`src/rtl/rsz_cfg_pkg.sv`:
```
package rsz_cfg_pkg;
    localparam int H_FRAC = 24;
    localparam int V_FRAC = 16;
    localparam int W_FRAC = 10;
    localparam int STEP_W = 32;
    localparam int WGT_W  = 16;
    localparam int INIT_W = 16;

    typedef enum logic [2:0] {
        ST_IDLE,
        ST_DECIDE,
        ST_HDIV,
        ST_VDIV,
        ST_RAVINIT,
        ST_FINISH
    } state_t;
endpackage

```
`src/rtl/rsz_div.sv`:
```
module rsz_div #(
    parameter int NUM_W = 36,
    parameter int DEN_W = 12,
    parameter int QUO_W = 32
) (
    input  logic             clk,
    input  logic             rst_n,
    input  logic             go,
    input  logic [NUM_W-1:0] num,
    input  logic [DEN_W-1:0] den,
    output logic             fin,
    output logic [QUO_W-1:0] quo
);
    localparam int CNT_W = $clog2(NUM_W + 1);

    logic [DEN_W-1:0] rem_q;
    logic [NUM_W-1:0] q_q;
    logic [DEN_W-1:0] den_q;
    logic [CNT_W-1:0] cnt_q;
    logic             busy_q;
    logic [DEN_W:0]   trial;
    logic             ge;
    logic [DEN_W:0]   diff;

    always_comb begin
        trial = {rem_q, q_q[NUM_W-1]};
        ge    = trial >= {1'b0, den_q};
        diff  = trial - {1'b0, den_q};
    end

    always_ff @(posedge clk or negedge rst_n) begin
        if (!rst_n) begin
            rem_q  <= '0;
            q_q    <= '0;
            den_q  <= '0;
            cnt_q  <= '0;
            busy_q <= 1'b0;
        end else if (go) begin
            busy_q <= 1'b1;
            rem_q  <= '0;
            den_q  <= den;
            if (den == '0) begin
                q_q   <= '1;
                cnt_q <= '0;
            end else begin
                q_q   <= num;
                cnt_q <= CNT_W'(NUM_W);
            end
        end else if (busy_q) begin
            if (cnt_q == '0) begin
                busy_q <= 1'b0;
            end else begin
                rem_q <= ge ? diff[DEN_W-1:0] : trial[DEN_W-1:0];
                q_q   <= {q_q[NUM_W-2:0], ge};
                cnt_q <= cnt_q - 1'b1;
            end
        end
    end

    assign fin = busy_q && (cnt_q == '0);
    assign quo = q_q[QUO_W-1:0];
endmodule

```
`src/rtl/rsz_rav_init.sv`:
```
module rsz_rav_init
    import rsz_cfg_pkg::*;
(
    input  logic [WGT_W-1:0]  wgt,
    output logic [INIT_W-1:0] init_a,
    output logic [INIT_W-1:0] init_b
);
    localparam int AW = WGT_W + 4;
    localparam logic signed [AW-1:0] FULL = AW'(1 << W_FRAC);
    localparam logic signed [AW-1:0] HALF = AW'(1 << (W_FRAC - 1));
    localparam logic signed [AW-1:0] ONE  = AW'(1);

    logic signed [AW-1:0] w_s, a0, a1, b0, a_fin, b_fin;

    always_comb begin
        w_s = {{(AW-WGT_W){1'b0}}, wgt};
        a0  = w_s + ((w_s + ONE) >>> 1);
        a1  = (a0 >= FULL) ? a0 - FULL : a0;
        b0  = a1 + ONE + (a1 >>> 1) - HALF;
        if (b0 < 0) begin
            b_fin = b0 + a1;
            a_fin = a1 <<< 1;
        end else begin
            b_fin = b0;
            a_fin = a1;
        end
        init_a = a_fin[INIT_W-1:0];
        init_b = b_fin[INIT_W-1:0];
    end
endmodule

```
`src/rtl/rsz_cfg_calc.sv`:
```
module rsz_cfg_calc
    import rsz_cfg_pkg::*;
#(
    parameter int DIM_W = 12
) (
    input  logic              clk,
    input  logic              rst_n,
    input  logic              start,
    input  logic [DIM_W-1:0]  src_w,
    input  logic [DIM_W-1:0]  src_h,
    input  logic [DIM_W-1:0]  dst_w,
    input  logic [DIM_W-1:0]  dst_h,
    output logic              done,
    output logic              bypass,
    output logic              linear,
    output logic              dcm2x,
    output logic              dcm4x,
    output logic              rav_sel,
    output logic [STEP_W-1:0] h_step,
    output logic [STEP_W-1:0] v_step,
    output logic [WGT_W-1:0]  rav_weight,
    output logic [INIT_W-1:0] rav_init_a,
    output logic [INIT_W-1:0] rav_init_b
);
    localparam int NUM_W = DIM_W + H_FRAC;
    localparam int RW    = DIM_W + 3;

    state_t state_q, state_nxt;

    logic [DIM_W-1:0]  sw_q, sh_q, dw_q, dh_q;
    logic              byp_q, lin_q, d2_q, d4_q, rav_q;
    logic [STEP_W-1:0] hq_q, vq_q;
    logic [INIT_W-1:0] ia_q, ib_q;

    logic              is_byp, dec4, dec2, rav_pick;
    logic [RW-1:0]     sw_x, dw_x3, dw_x5;
    logic [DIM_W-1:0]  h_src;
    logic [NUM_W-1:0]  h_num, v_num, w_num;
    logic              div_go;
    logic [NUM_W-1:0]  div_num;
    logic [DIM_W-1:0]  div_den;
    logic              div_fin;
    logic [STEP_W-1:0] div_quo;
    logic [INIT_W-1:0] ia_c, ib_c;

    // Ratio tests on the captured sizes
    always_comb begin
        is_byp   = (sw_q == dw_q) && (sh_q == dh_q);
        sw_x     = {3'b000, sw_q};
        dw_x3    = ({3'b000, dw_q} << 1) + {3'b000, dw_q};
        dw_x5    = ({3'b000, dw_q} << 2) + {3'b000, dw_q};
        dec4     = sw_x >= dw_x5;
        dec2     = sw_x >= dw_x3;
        rav_pick = dh_q < (sh_q >> 2);
        h_src    = dec4 ? (sw_q >> 2) : (dec2 ? (sw_q >> 1) : sw_q);
        h_num    = {h_src - DIM_W'(1), {H_FRAC{1'b0}}};
        v_num    = {{(NUM_W-DIM_W-V_FRAC){1'b0}}, sh_q - DIM_W'(1), {V_FRAC{1'b0}}};
        w_num    = {{(NUM_W-DIM_W-W_FRAC){1'b0}}, dh_q, {W_FRAC{1'b0}}};
    end

    // Next state and divider launch
    always_comb begin
        state_nxt = state_q;
        div_go    = 1'b0;
        div_num   = h_num;
        div_den   = dw_q - DIM_W'(1);
        unique case (state_q)
            ST_IDLE:    if (start) state_nxt = ST_DECIDE;
            ST_DECIDE: begin
                if (is_byp) begin
                    state_nxt = ST_FINISH;
                end else begin
                    div_go    = 1'b1;
                    state_nxt = ST_HDIV;
                end
            end
            ST_HDIV: begin
                if (div_fin) begin
                    div_go    = 1'b1;
                    div_num   = rav_q ? w_num : v_num;
                    div_den   = rav_q ? sh_q : dh_q - DIM_W'(1);
                    state_nxt = ST_VDIV;
                end
            end
            ST_VDIV:    if (div_fin) state_nxt = rav_q ? ST_RAVINIT : ST_FINISH;
            ST_RAVINIT: state_nxt = ST_FINISH;
            ST_FINISH:  state_nxt = ST_IDLE;
            default:    state_nxt = ST_IDLE;
        endcase
    end

    always_ff @(posedge clk or negedge rst_n) begin
        if (!rst_n) state_q <= ST_IDLE;
        else        state_q <= state_nxt;
    end

    // Captured operands and result registers
    always_ff @(posedge clk or negedge rst_n) begin
        if (!rst_n) begin
            sw_q <= '0; sh_q <= '0; dw_q <= '0; dh_q <= '0;
            byp_q <= 1'b0; lin_q <= 1'b0; d2_q <= 1'b0; d4_q <= 1'b0; rav_q <= 1'b0;
            hq_q <= '0; vq_q <= '0; ia_q <= '0; ib_q <= '0;
        end else begin
            unique case (state_q)
                ST_IDLE: begin
                    if (start) begin
                        sw_q <= src_w; sh_q <= src_h;
                        dw_q <= dst_w; dh_q <= dst_h;
                    end
                end
                ST_DECIDE: begin
                    byp_q <= is_byp;
                    lin_q <= !is_byp;
                    d4_q  <= !is_byp && dec4;
                    d2_q  <= !is_byp && !dec4 && dec2;
                    rav_q <= !is_byp && rav_pick;
                    hq_q  <= '0; vq_q <= '0; ia_q <= '0; ib_q <= '0;
                end
                ST_HDIV:    if (div_fin) hq_q <= div_quo;
                ST_VDIV:    if (div_fin) vq_q <= div_quo;
                ST_RAVINIT: begin
                    ia_q <= ia_c;
                    ib_q <= ib_c;
                end
                ST_FINISH: begin end
                default:   begin end
            endcase
        end
    end

    rsz_div #(
        .NUM_W (NUM_W),
        .DEN_W (DIM_W),
        .QUO_W (STEP_W)
    ) u_div (
        .clk   (clk),
        .rst_n (rst_n),
        .go    (div_go),
        .num   (div_num),
        .den   (div_den),
        .fin   (div_fin),
        .quo   (div_quo)
    );

    rsz_rav_init u_init (
        .wgt    (vq_q[WGT_W-1:0]),
        .init_a (ia_c),
        .init_b (ib_c)
    );

    assign done       = (state_q == ST_FINISH);
    assign bypass     = byp_q;
    assign linear     = lin_q;
    assign dcm2x      = d2_q;
    assign dcm4x      = d4_q;
    assign rav_sel    = rav_q;
    assign h_step     = hq_q;
    assign v_step     = rav_q ? '0 : vq_q;
    assign rav_weight = rav_q ? vq_q[WGT_W-1:0] : '0;
    assign rav_init_a = ia_q;
    assign rav_init_b = ib_q;
endmodule

```
`config.mk`:
```
export PLATFORM = sky130hd
export DESIGN_NAME = rsz_cfg_calc
export DESIGN_NICKNAME = d
export VERILOG_FILES = /design/src/rtl/rsz_cfg_pkg.sv /design/src/rtl/rsz_div.sv /design/src/rtl/rsz_rav_init.sv /design/src/rtl/rsz_cfg_calc.sv
export SDC_FILE = /design/constraint.sdc
export NUM_CORES = 1
export LEC_CHECK = 0
export ABC_AREA = 1
export CAP_MARGIN = 20
export CORE_AREA = 2 2 251 129
export DETAILED_ROUTE_END_ITERATION = 16
export DIE_AREA = 0 0 253 131
export DONT_BUFFER_PORTS = 1
export PLACE_DENSITY = 0.7
export SYNTH_ARGS = -nofsm -noshare
export SYNTH_HDL_FRONTEND = slang
export SYNTH_SLANG_ARGS = --single-unit
```
`constraint.sdc`:
```
create_clock -name clk -period 8.8 [get_ports clk]
set_clock_uncertainty 0.1 [all_clocks]
set_input_delay 0.88 -clock clk [delete_from_list [all_inputs] [get_ports clk]]
set_output_delay 0.88 -clock clk [all_outputs]
set_load 0.01 [all_outputs]
```
==> implementation parameters, run 1 <==
Parameter                              Value

Timing
  Unrepaired setup endpoints after global routing ... false
  Setup-failing EPs final ... 0
  Pin slew with the least headroom to its limit ... 1.13 ns
  Total Neg Setup Slack ... 0 ns
  Final-report hold violation count ... 0
  Highest clock frequency the design can meet ... 0.128 GHz
  Worst relative slew slack ... 0.247
  Period Utilization, post-route ... 0.886
  Final Max Tran Viols ... 0
  Final critical delay including setup and external delays ... 7.79 ns
  Final worst setup slack ... 1.01 ns

Logic synthesis
  Post-synth ARST share ... 1.00
  Mapped cell area ... 0.0169 mm2
  Seq cells post-synth ... 219
  Syn. warnings ... 0
  Top cells by area, synth ... sky130_fd_sc_hd__dfrtp_1 (32%), sky130_fd_sc_hd__nand2_1 (12%), sky130_fd_sc_hd__ha_1 (12%)
  Number of enable flip-flop cells after synthesis ... 0
  Synthesized net count ... about 2500
  Cell with the most instances after synthesis ... sky130_fd_sc_hd__nand2_1
  Cell taking the most area after synthesis ... sky130_fd_sc_hd__dfrtp_1
  Top post-synthesis cells by count ... sky130_fd_sc_hd__nand2_1 (527), sky130_fd_sc_hd__inv_1 (282), sky130_fd_sc_hd__dfrtp_1 (219), sky130_fd_sc_hd__nor2_1 (207), sky130_fd_sc_hd__nand3_1 (198)
  Instance count of the mapped netlist ... 2319
  Main flop type after synthesis ... sky130_fd_sc_hd__dfrtp_1
  Area share of the largest cell type after synthesis ... 0.324
  Synthesized area per cell ... about 7.3 um2
  Number of distinct library cells after synthesis ... 64
  Seq/Total Area, Yosys ... 0.324

Power
  Tot Pwr ... 2.04 mW
  Leakage power summed over all cells ... 9.64 nW
  Worst vdd rail ir drop ... approximately 0.00012 V
  Power density over cell area ... 114 mW/mm2

Drt
  Wire length per cell ... 20.2 um
  DR vias ... 16000
  Remaining antenna violation count ... 0
  Drt pass-1 iters ... 5
  Ratio of routed vias to standard cells ... 5.91
  DRT Wirelength ... 54600 um
  DRC violations left ... 0
  1st-iter DRT viols ... 2221

Floorplan
  Area of the core ... 0.0311 mm2
  Die Height ... around 130 um
  Initial Utilization ... 0.544
  Total I/O pin count ... between 150 and 200
  Die outline area ... 0.0331 mm2
  Number of placement rows ... 46
  Overall die width ... 253 um

Flow run
  Max-cap violations ... 0

Critical path
  Startpoint-to-endpoint class of the critical path ... reg2reg
  Crit Reg-Reg Startpoint ... vq_q[1]$_DFFE_PN0P_
  Capturing element type of the critical path ... register
  Largest incremental delay on the critical path ... 0.61 ns
  Max stage delay cell, worst path ... sky130_fd_sc_hd__xor2_1
  Register-to-register setup slack ... 1.01 ns
  Critical register-to-register path endpoint ... rav_init_b[15]$_DFFE_PN0P_
  Launching element type of the critical path ... register
  Critical path required time ... ~9.2 ns
  Peak fanout along the critical path ... 8
  Crit path DAT ... 8.16 ns
  Number of cells on the worst reg-to-reg path ... 45

Placed design
  Pre-CTS setup slack ... 1.19 ns
  Final weighted congestion in routability-driven placement ... 0.988
  Half-perimeter wire length of the detailed placement result ... around 42000 um
  Number of buffers inserted by port buffering ... 0

Final layout
  Antenna fix cells ... 0
  Net count of the finished layout ... between 2000 and 2500
  Share of final-layout standard cells stronger than drive strength 1 ... 0.0518
  Area grow syn2layout ... 6.40%

Hold path
  Min-Delay Path Class ... in2async

Global routing
  Largest net degree at the start of global routing ... 220
  GRT Resource Usage Total ... 0.325
  Via count of the first global-routing pass ... 13900
  Grt ovf ... 0
  Wire length of the first global-routing pass ... approximately 83000 um
  Number of antenna violations at the first check in global routing ... 0

CTS
  Sinks on the clock net ... 219
  Root buffer cell ... sky130_fd_sc_hd__clkbuf_16
  CTS HTree Levels ... 1
  Later-pin clock latency in the skew report ... 0.54 ns
  CTS clk-pin slew, worst paths ... 0.07 ns
  Total CTS buffers ... 22
  Clock tree buffer depth ... 3
  Clock tree from TritonCTS ... built

Outcome
  Run status ... complete, no violations
-- metal layers --
metal / wire [um] / part of all wire / up-vias / GRT usage
met3: 7550 / 0.14 / 33 / 0.118
met2: 18500 / 0.34 / 827 / 0.373
li1: - / - / 7574 / -
met1: 28200 / 0.52 / 7538 / 0.553
met5: 0 / 0 / - / 0
met4: 425 / 0.0078 / 0 / 0.0310
-- power by group --
part	switching [mW]	internal, mW	total, mW	leakage [nW]
clock network	0.439	0.576	1.01	0.366
logic	0.0194	0.00135	0.0208	6.60
registers	0	1.01	1.01	2.68
total	0.458	1.58	2.04	9.64
-- registers in the layout, summed over array words and instances, names as in the netlist, 16 cells and up --
register    cells
h_step         32
rav_init_a     16
u_div.q_q      36
rav_init_b     16
vq_q           32
-- critical path, delay by kind of cell, from the launching register on --
family | cells | cell delay (ns)
AND/OR/NAND/NOR | 23 | 2.76
flip-flops | 1 | 0.41
buffers and inverters | 8 | 0.72
XOR/XNOR | 2 | 0.74
adder cells (fa/ha/maj) | 5 | 1.52
AO/OA/AOI/OAI | 7 | 1.46
-- logic make-up (layout without fill, tap and decap cells) --
logic type	count (synthesis)	in the layout	synth area share
simple gates	1046	1046	0.271
compound gates	420	420	0.142
buf+inv	367	344	0.0855
flops	219	219	0.324
fa+ha+maj	162	162	0.123
xor+xnor	103	103	0.0538
mux	2	2	0.00133
-- cell usage in the layout (no fill, tap or decap), types with 22 or more instances in the layout --
master / Yosys / layout
sky130_fd_sc_hd__dfrtp_1: 219 / 218
sky130_fd_sc_hd__xor2_1: 75 / 75
sky130_fd_sc_hd__nand2_1: 527 / 526
sky130_fd_sc_hd__clkbuf_16: 0 / 22
sky130_fd_sc_hd__nor3_1: 28 / 28
sky130_fd_sc_hd__nand3_1: 198 / 197
sky130_fd_sc_hd__xnor2_1: 27 / 27
sky130_fd_sc_hd__nand4_1: 24 / 24
sky130_fd_sc_hd__inv_1: 282 / 282
sky130_fd_sc_hd__ha_1: 156 / 156
sky130_fd_sc_hd__nor2_1: 207 / 206
sky130_fd_sc_hd__a21oi_1: 150 / 150
sky130_fd_sc_hd__o21ai_0: 162 / 162
-- timing repair --
| action | in CTS | in global routing |
|---|---|---|
| buffers inserted | 0 | 0 |
| hold buffers | 1 | 0 |
| endpoints found under the setup margin | 0 | 0 |
| endpoints found under the hold margin | 219 | 0 |
| gates resized for setup | 0 | 0 |
-- final cells by class --
cell class / count / area (um2)
clock buffer: 29 / 607
clock inverter: 10 / 139
fill: 2919 / 13100
inverter: 293 / 1110
multi-input combinational: 1733 / 9990
sequential: 219 / 5480
tap: 408 / 510
timing repair buffer: 12 / 143
-- through the flow --
stage                     utilization  cells  hold WS [ns]  instance area, um2
after floorplan                     -   2319         0.348               16900
after global placement          0.552   2662         0.364               17200
after detailed placement        0.552   2662         0.368               17200
after CTS                       0.577   2702         0.369               17900
after global routing            0.579   2704         0.378               18000
final                           0.579   2704         0.357               18000
-- how the worst max path moves through the flow --
stage,startpoint,end,slack (ns)
after floorplan,vq_q[2]$_DFFE_PN0P_,rav_init_b[15]$_DFFE_PN0P_,2.28
after global placement,vq_q[1]$_DFFE_PN0P_,rav_init_b[15]$_DFFE_PN0P_,1.39
after detailed placement,vq_q[1]$_DFFE_PN0P_,rav_init_b[15]$_DFFE_PN0P_,1.19
after CTS,vq_q[1]$_DFFE_PN0P_,rav_init_b[15]$_DFFE_PN0P_,1.16
after global routing,vq_q[2]$_DFFE_PN0P_,rav_init_b[14]$_DFFE_PN0P_,0.16
final,vq_q[1]$_DFFE_PN0P_,rav_init_b[15]$_DFFE_PN0P_,1.01
No activity file was read; power rests on OpenSTA's default activity.
==> inputs of run 2 (changes only) <==
Settings changed: CORE_AREA 2 2 251 129 to 2 2 339 173, DIE_AREA 0 0 253 131 to 0 0 341 175, PLACE_DENSITY 0.7 to not set.
==> run 2 against run 1 <==
  * Count of clock-buffer cells in the layout up 6
  * Cell count up 14%
  * First-iteration DRC count down 28%
  * Via count down 2.7%
  * Setup slack worse by 0.15 ns
  * Wire length up 6.1%
  * Critical path type unchanged
  * Critical endpoint unchanged
==> implementation parameters, run 2 (synthesis results as in run 1) <==
Parameter                              Value

Outcome
  Run status ... complete, no violations

Drt
  Ratio of routed vias to standard cells ... just over 5
  1st-iter DRT viols ... 1607
  DR vias ... 15500
  Drt pass-1 iters ... 5
  DRT Wirelength ... 58000 um
  Remaining antenna violation count ... 0
  Wire length per cell ... roughly 19 um
  DRC violations left ... 0

Global routing
  Met2 usage in global routing ... 0.241
  Global routing met1 resource utilization ... 0.316
  GRT Resource Usage Total ... 0.193
  GR Util met3 ... 0.0576
  Grt ovf ... 0
  Largest net degree at the start of global routing ... 220
  Routing layer with the top usage in global route ... met1
  Wire length of the first global-routing pass ... 89400 um
  Via count of the first global-routing pass ... 14300
  Number of antenna violations at the first check in global routing ... 0

Power
  Power density over cell area ... 117 mW/mm2
  Worst vdd rail ir drop ... 0.000116 V
  Relative contribution of sequential cells to total power ... 0.464
  Combinational fraction of design power ... 0.010
  Internal Pwr Total ... 1.67 mW
  Net Sw Frac ... 0.231
  Net switching power of the design ... 0.502 mW
  Leakage power summed over all cells ... slightly below 10 nW
  Portion of total power attributed to the clock network ... 0.526

Timing
  Total Neg Setup Slack ... 0 ns
  Highest clock frequency the design can meet ... 0.126 GHz
  Final Max Tran Viols ... 0
  Worst relative slew slack ... 0.162
  Final critical delay including setup and external delays ... approximately 7.9 ns
  Unrepaired setup endpoints after global routing ... false
  Setup-failing EPs final ... 0
  Period Utilization, post-route ... 0.903
  Final-report hold violation count ... 0
  Pin slew with the least headroom to its limit ... 1.26 ns
  Final worst setup slack ... 0.851 ns

Floorplan
  Number of placement rows ... 62
  Overall die width ... 341 um
  Die outline area ... 0.0597 mm2
  Initial Utilization ... 0.298
  Die Height ... 175 um
  Area of the core ... 0.0567 mm2
  Total I/O pin count ... approximately 170

Critical path
  Launch point of the worst path ... vq_q[2]$_DFFE_PN0P_
  Capturing element type of the critical path ... register
  Critical register-to-register path endpoint ... rav_init_b[15]$_DFFE_PN0P_
  Largest incremental delay on the critical path ... 0.44 ns
  Number of cells on the worst reg-to-reg path ... 47
  Crit path DAT ... 8.34 ns
  End point of the critical path ... rav_init_b[15]$_DFFE_PN0P_
  Launching element type of the critical path ... register
  Max stage delay cell, worst path ... sky130_fd_sc_hd__dfrtp_1
  Startpoint-to-endpoint class of the critical path ... reg2reg
  Register-to-register setup slack ... 0.85 ns
  Peak fanout along the critical path ... 8
  Crit Reg-Reg Startpoint ... vq_q[2]$_DFFE_PN0P_
  Critical path required time ... 9.19 ns
  Most common cell on crit path ... sky130_fd_sc_hd__nand2_1

Final layout
  Share of final-layout standard cells stronger than drive strength 1 ... 0.0568
  Largest register FFs ... 36
  Most used cells in the layout excluding fill and tap cells ... sky130_fd_sc_hd__nand2_1 (526), sky130_fd_sc_hd__inv_1 (281), sky130_fd_sc_hd__dfrtp_1 (218), sky130_fd_sc_hd__nor2_1 (206), sky130_fd_sc_hd__nand3_1 (197)
  Register with the most flip-flops ... u_div.q_q
  Antenna fix cells ... 0
  Most frequent standard cell in the layout excluding fill and tap cells ... sky130_fd_sc_hd__nand2_1
  Net count of the finished layout ... 2500
  Area grow syn2layout ... 9.95%

Flow run
  Max-cap violations ... 0

Placed design
  Half-perimeter wire length of the detailed placement result ... 44900 um
  Number of buffers inserted by port buffering ... 0
  Pre-CTS setup slack ... ~1.1 ns
  Final weighted congestion in routability-driven placement ... 0.990

CTS
  Sinks on the clock net ... 219
  Total CTS buffers ... 27
  CTS clk-pin slew, worst paths ... approximately 0.06 ns
  Later-pin clock latency in the skew report ... 0.57 ns
  Root buffer cell ... sky130_fd_sc_hd__clkbuf_16
  Gates resized, CTS repair ... 0
  CTS HTree Levels ... 1
  Clock tree buffer depth ... 3
  Clock tree from TritonCTS ... built

Hold path
  Min-Delay Path Class ... in2async
==> run 2: cell count changes in the layout (fill, tap and decap cells not counted) <==
cell,previous run,this run
sky130_fd_sc_hd__clkinv_4,1,2
sky130_fd_sc_hd__inv_8,0,1
sky130_fd_sc_hd__clkinv_8,1,0
sky130_fd_sc_hd__inv_1,282,281
sky130_fd_sc_hd__inv_6,1,2
sky130_fd_sc_hd__clkbuf_16,22,27
sky130_fd_sc_hd__bufinv_16,3,2
sky130_fd_sc_hd__clkinv_2,5,6
sky130_fd_sc_hd__clkbuf_8,3,4
sky130_fd_sc_hd__clkinvlp_4,1,3
sky130_fd_sc_hd__buf_4,9,10
sky130_fd_sc_hd__inv_2,6,7
==> run 2: routing by layer <==
metal,vias up,part of all wire
met4,0,0.014
li1,7585,-
met5,-,0
met1,7338,0.53
met2,576,0.36
met3,43,0.10
==> run 2: worst min path at each step <==
| stage | from | to | slack [ns] | cells past startpoint |
|---|---|---|---|---|
| after floorplan | u_div.den_q[0]$_DFFE_PN0P_ | u_div.den_q[0]$_DFFE_PN0P_ | 0.35 | 2 |
| after global placement | u_div.q_q[32]$_DFFE_PN0P_ | u_div.q_q[32]$_DFFE_PN0P_ | 0.37 | 2 |
| after detailed placement | u_div.den_q[9]$_DFFE_PN0P_ | u_div.den_q[9]$_DFFE_PN0P_ | 0.37 | 2 |
| after CTS | dst_h[10] | dh_q[10]$_DFFE_PN0P_ | 0.34 | 1 |
| after global routing | dst_h[10] | dh_q[10]$_DFFE_PN0P_ | 0.34 | 1 |
| final | rst_n | rav_init_b[2]$_DFFE_PN0P_ | 0.27 | 1 |
==> run 2: through the flow <==
step / cells / cell area, um2 / power [mW] / hold WS, ns / utilization
6_report: 3075 / 18600 / 2.17 / 0.274 / 0.328
3_3_place_gp: 3023 / 17600 / 1.03 / 0.371 / 0.311
4_1_cts: 3073 / 18500 / 2.19 / 0.340 / 0.327
5_1_grt: 3075 / 18600 / 2.24 / 0.343 / 0.328
2_1_floorplan: 2319 / 16900 / 1.03 / 0.348 / -
3_5_place_dp: 3023 / 17600 / 1.03 / 0.373 / 0.311
==> run 2: cell type report <==
class	instances	area (um2)
Sequential cell	219	5480
Timing Repair Buffer	13	150
Fill cell	6086	38100
Inverter	293	1110
Multi-Input combinational cell	1733	9990
Clock buffer	35	746
Tap cell	768	961
Clock inverter	14	141
==> run 2: critical path: cells and delay by family, from the launching register on <==
family / cells / cell delay, ns
and+or+nand+nor: 26 / 3.63
adders and majority gates: 5 / 1.53
AOI/OAI and AO/OA: 6 / 1.31
buffers and inverters: 8 / 0.57
DFF: 1 / 0.44
xor gates and xnor gates: 2 / 0.30
==> run 2: power by group through the flow <==
stage	sequential [mW]	clock, mW	combinational [mW]
2_1_floorplan	1.03	0	0.000128
3_3_place_gp	1.03	0	0.000128
3_5_place_dp	1.03	0	0.000128
4_1_cts	1.01	1.17	0.0230
5_1_grt	1.01	1.21	0.0257
6_report	1.01	1.14	0.0213
==> run 2: what timing repair did <==
action | 4_1_cts | 5_1_grt
buffers inserted | 0 | 0
hold buffers | 1 | 0
hold endpoints to repair | 219 | 0
